**src/rtl/dpmb_irq.sv**
```systemverilog
module dpmb_irq #(
  parameter int ADDR_W = 15
) (
  input  logic              clk,
  input  logic              rst_n,
  input  logic              lft_acc,
  input  logic              lft_wr,
  input  logic              lft_oe,
  input  logic              lft_busy_n,
  input  logic [ADDR_W-1:0] lft_addr,
  input  logic              rgt_acc,
  input  logic              rgt_wr,
  input  logic              rgt_oe,
  input  logic              rgt_busy_n,
  input  logic [ADDR_W-1:0] rgt_addr,
  output logic              lft_irq_n,
  output logic              rgt_irq_n
);

  localparam logic [ADDR_W-1:0] RGT_BOX = '1;
  localparam logic [ADDR_W-1:0] LFT_BOX = RGT_BOX - ADDR_W'(1);

  logic set_lft, clr_lft, set_rgt, clr_rgt;
  logic lft_pend, rgt_pend;

  assign set_lft = rgt_acc & rgt_wr & rgt_busy_n & (rgt_addr == LFT_BOX);
  assign clr_lft = lft_acc & lft_oe & (lft_addr == LFT_BOX);
  assign set_rgt = lft_acc & lft_wr & lft_busy_n & (lft_addr == RGT_BOX);
  assign clr_rgt = rgt_acc & rgt_oe & (rgt_addr == RGT_BOX);

  always_ff @(posedge clk or negedge rst_n) begin
    if (!rst_n) begin
      lft_pend <= 1'b0;
      rgt_pend <= 1'b0;
    end else begin
      lft_pend <= set_lft | (lft_pend & ~clr_lft);
      rgt_pend <= set_rgt | (rgt_pend & ~clr_rgt);
    end
  end

  assign lft_irq_n = ~lft_pend;
  assign rgt_irq_n = ~rgt_pend;

  assert_set_lft_R2: assert property (@(posedge clk) disable iff (!rst_n)
    set_lft |=> !lft_irq_n);
  assert_set_rgt_R3: assert property (@(posedge clk) disable iff (!rst_n)
    set_rgt |=> !rgt_irq_n);
  assert_clr_lft_R4: assert property (@(posedge clk) disable iff (!rst_n)
    (clr_lft && !set_lft) |=> lft_irq_n);
  assert_clr_rgt_R5: assert property (@(posedge clk) disable iff (!rst_n)
    (clr_rgt && !set_rgt) |=> rgt_irq_n);
  assert_inhibit_lft_R6: assert property (@(posedge clk) disable iff (!rst_n)
    (!rgt_busy_n && lft_irq_n) |=> lft_irq_n);
  assert_inhibit_rgt_R6: assert property (@(posedge clk) disable iff (!rst_n)
    (!lft_busy_n && rgt_irq_n) |=> rgt_irq_n);
  assert_set_wins_R8: assert property (@(posedge clk) disable iff (!rst_n)
    (set_lft && clr_lft) |=> !lft_irq_n);
  assert_hold_lft_R10: assert property (@(posedge clk) disable iff (!rst_n)
    (!set_lft && !clr_lft) |=> $stable(lft_irq_n));
  assert_hold_rgt_R10: assert property (@(posedge clk) disable iff (!rst_n)
    (!set_rgt && !clr_rgt) |=> $stable(rgt_irq_n));

endmodule

```
**config.mk**
```make
export PLATFORM = sky130hd
export DESIGN_NAME = dpmb_irq
export DESIGN_NICKNAME = d
export VERILOG_FILES = /design/src/rtl/dpmb_irq.sv
export SDC_FILE = /design/constraint.sdc
export NUM_CORES = 1
export LEC_CHECK = 0
export BUFFER_PORTS_ARGS = -buffer_cell sky130_fd_sc_hd__buf_2
export CAP_MARGIN = 40
export CORE_AREA = 2 2 39 41
export DETAILED_ROUTE_END_ITERATION = 6
export DIE_AREA = 0 0 41 43
export SLEW_MARGIN = 20
export SYNTH_ARGS = -nofsm -noshare
export SYNTH_HDL_FRONTEND = slang
export SYNTH_SLANG_ARGS = --single-unit
```
**constraint.sdc**
```tcl
create_clock -name clk -period 1 [get_ports clk]
set_input_delay 0.3 -clock clk [delete_from_list [all_inputs] [get_ports clk]]
set_output_delay 0.3 -clock clk [all_outputs]
set_load 0.02 [all_outputs]
```
[Word level (Yosys, flattened, before mapping)]
Index checks and enable logic that the tools add are counted.
Word-level totals
  output and inout port bits: 2
  flip-flop bits (word level): 2
  word-level logic and storage cells: 24
  input bits: 40
Operators by class
  equality and inequality tests: 4
  bitwise operators: 18
Operators by type and width (number)
  $eq A15 B15 Y1 const B: 4
  $and A1 B1 Y1: 12
  $not A1 Y1: 4
  $or A1 B1 Y1: 2

[Longest topological paths before layout]
  depth after elaboration: 5
  gate-level depth with buffers: 4
  gate-level depth less buffers: 4

[Worst setup path after synthesis]
No wires, ideal clock.
  path kind: input to register
  from: in rgt_addr[7]
  to: reg rgt_pend
  data required time: 0.880 ns
  library setup time: 0.120 ns
  buffers on the path: 0
  setup slack: -0.112 ns
  cell stages on the path: 4
  arrival time: 0.992 ns
  cells stage by stage: nand4_1 > nor4_2 > a31oi_1 > a41o_1
On the way
  longest elaborated chain between the ends: 5
Ends and longest elaborated chain
  start, declared: line 15  | input logic [ADDR_W-1:0] rgt_addr,
  $eq A15 B15 Y1: line 29  | assign clr_rgt = rgt_acc & rgt_oe & (rgt_addr == RGT_BOX);
  $and A1 B1 Y1: line 29
  $not A1 Y1: line 37  | rgt_pend <= set_rgt | (rgt_pend & ~clr_rgt);
  $and A1 B1 Y1: line 37
  $or A1 B1 Y1: line 37
  end signal, assigned: line 37
  end, declared: line 24  | logic lft_pend, rgt_pend;
Every way passes these cells.

[Worst setup path after layout]
  from: reg rgt_pend
  to: out rgt_irq_n
On the way
  longest elaborated chain between the ends: 1
Ends and longest elaborated chain
  $not A1 Y1: line 42  | assign rgt_irq_n = ~rgt_pend;
  end, declared: line 17  | output logic rgt_irq_n
Every way passes these cells.

==> impl_results.html <==
<table>
<tr><th>Metric</th><th>Value</th></tr>
<tr><th colspan="2">Critical path</th></tr>
<tr><td>Critical-path cell with the highest stage delay</td><td>sky130_fd_sc_hd__dfrtp_1</td></tr>
<tr><td>Crit-path max cell delay</td><td>0.36 ns</td></tr>
<tr><td>Crit path arrival time</td><td>0.75 ns</td></tr>
<tr><td>Worst Path Class, Setup</td><td>flip-flop to primary output</td></tr>
<tr><td>Series of cell instances along the critical path</td><td>inv_2, buf_6</td></tr>
<tr><td>Type of destination of the critical path</td><td>primary output</td></tr>
<tr><td>Crit path required time</td><td>0.70 ns</td></tr>
<tr><td>Nature of the critical path startpoint</td><td>flip-flop</td></tr>
<tr><td>Top fanout value on the critical path</td><td>2</td></tr>
<tr><th colspan="2">Logic synthesis</th></tr>
<tr><td>Total of flip-flops plus latches after synthesis</td><td>2</td></tr>
<tr><td>Syn Area/Cell</td><td>8.89 um2</td></tr>
<tr><td>Most used flip-flop cell after synthesis</td><td>sky130_fd_sc_hd__dfrtp_1</td></tr>
<tr><td>Cell area after technology mapping</td><td>169 um2</td></tr>
<tr><td>Dominant cells by area after synthesis</td><td>sky130_fd_sc_hd__dfrtp_1 30%, sky130_fd_sc_hd__nand4_1 19%, sky130_fd_sc_hd__nand4_2 7.4%</td></tr>
<tr><td>Most frequently used cell type in the post-synthesis netlist</td><td>sky130_fd_sc_hd__nand4_1</td></tr>
<tr><td>Top cell type by total area after synthesis</td><td>sky130_fd_sc_hd__dfrtp_1</td></tr>
<tr><td>Synth top area share</td><td>0.296</td></tr>
<tr><td>Proportion of synthesized flip-flops having asynchronous set or reset</td><td>1.00</td></tr>
<tr><td>Netlist cell types</td><td>12</td></tr>
<tr><td>Count of flip-flops with a built-in enable after synthesis</td><td>0</td></tr>
<tr><td>Register area share after synthesis</td><td>0.296</td></tr>
<tr><td>Number of instances in the synthesized netlist</td><td>19</td></tr>
<tr><td>Count of warnings emitted by yosys</td><td>0</td></tr>
<tr><td>Commonest cells in the synthesized netlist</td><td>5 x sky130_fd_sc_hd__nand4_1, 2 x sky130_fd_sc_hd__dfrtp_1, 2 x sky130_fd_sc_hd__inv_1, 2 x sky130_fd_sc_hd__nand3_1</td></tr>
<tr><td>Total nets after synthesis</td><td>59</td></tr>
<tr><th colspan="2">Global routing</th></tr>
<tr><td>Antenna violations before repair</td><td>0</td></tr>
<tr><td>Pin count of the biggest net entering global routing</td><td>3</td></tr>
<tr><td>Global-route wire length before repair</td><td>1.04 mm</td></tr>
<tr><td>Number of global-route vias before repair</td><td>299</td></tr>
<tr><td>Total track usage</td><td>0.0930</td></tr>
<tr><td>GR Overflow Total</td><td>0</td></tr>
<tr><th colspan="2">Timing</th></tr>
<tr><td>Tightest slew margin relative to the limit</td><td>0.841</td></tr>
<tr><td>Transition time at the pin with the least slew margin</td><td>0.236 ns</td></tr>
<tr><td>Final setup margin</td><td>-0.0507 ns</td></tr>
<tr><td>Post-layout min period</td><td>1.05 ns</td></tr>
<tr><td>Unrepaired setup endpoints after global routing</td><td>yes</td></tr>
<tr><td>Final setup vio count</td><td>3</td></tr>
<tr><td>Count of endpoints failing hold in the final timing report</td><td>0</td></tr>
<tr><td>Achievable frequency</td><td>952 MHz</td></tr>
<tr><td>Final worst-path cycle share</td><td>1.05</td></tr>
<tr><td>Max Slew Vio Count</td><td>0</td></tr>
<tr><td>Clock skew after layout</td><td>0 ns</td></tr>
<tr><th colspan="2">Route</th></tr>
<tr><td>Final wirelength</td><td>822 um</td></tr>
<tr><td>Wire per inst</td><td>9.79 um</td></tr>
<tr><td>Remaining number of nets flagged by the antenna check after routing</td><td>0</td></tr>
<tr><td>Vias per cell</td><td>4.29</td></tr>
<tr><td>Via count</td><td>360</td></tr>
<tr><td>Drt first-iter violations</td><td>5</td></tr>
<tr><td>Number of search-and-repair iterations in the first detailed-routing pass</td><td>3</td></tr>
<tr><td>DRC violations left</td><td>0</td></tr>
<tr><th colspan="2">Clocking</th></tr>
<tr><td>Clk sink count</td><td>2</td></tr>
<tr><td>Total CTS buffers</td><td>3</td></tr>
<tr><td>Clock input transition at the sequential cells of the worst setup and hold paths</td><td>0.03 ns</td></tr>
<tr><td>H-tree lvl count</td><td>1</td></tr>
<tr><td>Clock tree from TritonCTS</td><td>built</td></tr>
<tr><td>Number of buffers on the longest clock path</td><td>2</td></tr>
<tr><td>Clock Tree Root</td><td>sky130_fd_sc_hd__clkbuf_4</td></tr>
<tr><td>Worst-skew pair later-pin latency</td><td>0.22 ns</td></tr>
<tr><th colspan="2">Layout</th></tr>
<tr><td>Syn-to-layout area delta</td><td>225%</td></tr>
<tr><td>Number of inserted diodes</td><td>0</td></tr>
<tr><td>Number of cells in the finished layout apart from fillers</td><td>84</td></tr>
<tr><td>Ratio of cells with drive above 1 in the final layout</td><td>0.794</td></tr>
<tr><td>Share of the core filled with cells</td><td>0.397</td></tr>
<tr><td>Final #Nets</td><td>110</td></tr>
<tr><th colspan="2">Floorplan</th></tr>
<tr><td>Die outline height</td><td>43 um</td></tr>
<tr><td>Die outline area</td><td>0.00176 mm2</td></tr>
<tr><td># IOs</td><td>42</td></tr>
<tr><td>Number of rows created at floorplan</td><td>14</td></tr>
<tr><td>Initial core utilization</td><td>0.122</td></tr>
<tr><td>Die W</td><td>41 um</td></tr>
<tr><td>Placeable core region</td><td>0.00138 mm2</td></tr>
<tr><th colspan="2">Pwr</th></tr>
<tr><td>LEAKAGE</td><td>0.000288 uW</td></tr>
<tr><td>Total power density per cell area</td><td>670 mW/mm2</td></tr>
<tr><td>Maximum vdd ir drop</td><td>0.000199 V</td></tr>
<tr><th colspan="2">Job</th></tr>
<tr><td># Max-Cap Violations</td><td>0</td></tr>
<tr><th colspan="2">Placement</th></tr>
<tr><td>Worst slack at placement</td><td>-0.325 ns</td></tr>
<tr><td>Cells after DPL</td><td>77</td></tr>
<tr><td>RePlAce Congestion</td><td>0.622</td></tr>
<tr><td>Input/output buffers</td><td>41</td></tr>
<tr><th colspan="2">Hold path</th></tr>
<tr><td>Hold WC Path Type</td><td>input port to flip-flop</td></tr>
<tr><th colspan="2">Run status</th></tr>
<tr><td>Outcome</td><td>finished with violations</td></tr>
<tr><td>Violated checks</td><td>setup timing</td></tr>
</table>
[placed cells by master (no fill, tap or decap)]
cell type,n
sky130_fd_sc_hd__nor4_2,1
sky130_fd_sc_hd__and3b_1,1
sky130_fd_sc_hd__a31oi_1,1
sky130_fd_sc_hd__inv_2,2
sky130_fd_sc_hd__buf_4,4
sky130_fd_sc_hd__dfrtp_1,2
sky130_fd_sc_hd__nand4_1,5
sky130_fd_sc_hd__nand4_4,1
sky130_fd_sc_hd__nand3_4,1
sky130_fd_sc_hd__a41o_1,1
sky130_fd_sc_hd__nand4b_1,1
sky130_fd_sc_hd__clkbuf_4,3
sky130_fd_sc_hd__dlygate4sd3_1,1
sky130_fd_sc_hd__nor4_4,1
sky130_fd_sc_hd__o21ai_1,1
sky130_fd_sc_hd__nand3_1,1
sky130_fd_sc_hd__buf_2,32
sky130_fd_sc_hd__buf_6,9
[worst paths after layout]
kind                       slack [ns]     start        end  depth (start not counted)
hold / removal                   0.34    lft_wr   rgt_pend                          2
min in group asynchronous        0.40     rst_n   rgt_pend                          2
hold reg to reg                  0.68  rgt_pend   rgt_pend                          3
setup reg to reg                 0.21  rgt_pend   rgt_pend                          3
max in group asynchronous        0.50     rst_n   lft_pend                          2
setup / recovery                -0.05  rgt_pend  rgt_irq_n                          2
[registers in the layout (all words and copies together) (netlist names)]
register	count
lft_pend	1
rgt_pend	1
[area by class of cell]
class	instances	area (um2)
fillers	139	835
flip-flops and latches	2	50.0
clock buffers	3	22.5
well taps	16	20.0
inverters	2	7.51
multi-input cells	15	148
repair buffers	46	302
[report_power, final]
group | total, uW | internal (uW) | switching [uW]
Sequential | 81.7 | 81.7 | 0.0229
Clock | 170 | 132 | 38.2
Combinational | 116 | 79.7 | 36.7
[worst max-delay path, delay by kind of cell, from the launching register on]
| kind | cells | cell delay (ns) |
|---|---|---|
| buffers and inverters | 2 | 0.17 |
| flip-flops | 1 | 0.36 |
[metal layers]
metal,vias up,track usage,part of all wire
li1,180,-,-
met1,154,0.0762,0.29
met2,26,0.166,0.59
met3,0,0.00524,0.13
met4,0,0.100,0
met5,-,0,0
[cells by family after synthesis]
family | share of synthesized area
compound gates | 0.126
flops | 0.296
simple gates | 0.533
buf+inv | 0.0445
[what timing repair did]
item | 4_1_cts | 5_1_grt
buffers inserted | 2 | 1
endpoints found under the setup margin | 4 | 4
pin swaps | 3 | 3
endpoints found under the hold margin | 2 | 0
resized for setup | 11 | 6
hold buffers | 1 | 0
[stage by stage]
| stage | hold slack, ns | setup TNS, ns | cell area (um2) | total power [uW] |
|---|---|---|---|---|
| floorplan | 0.00441 | -0.123 | 183 | 92.0 |
| global placement | 0.0878 | -0.481 | 415 | 172 |
| detailed placement | 0.0943 | -0.579 | 415 | 173 |
| CTS | 0.335 | -0.140 | 509 | 366 |
| global route | 0.344 | -0.258 | 549 | 392 |
| finish | 0.339 | -0.112 | 549 | 368 |
No activity file was read; power rests on OpenSTA's default activity.
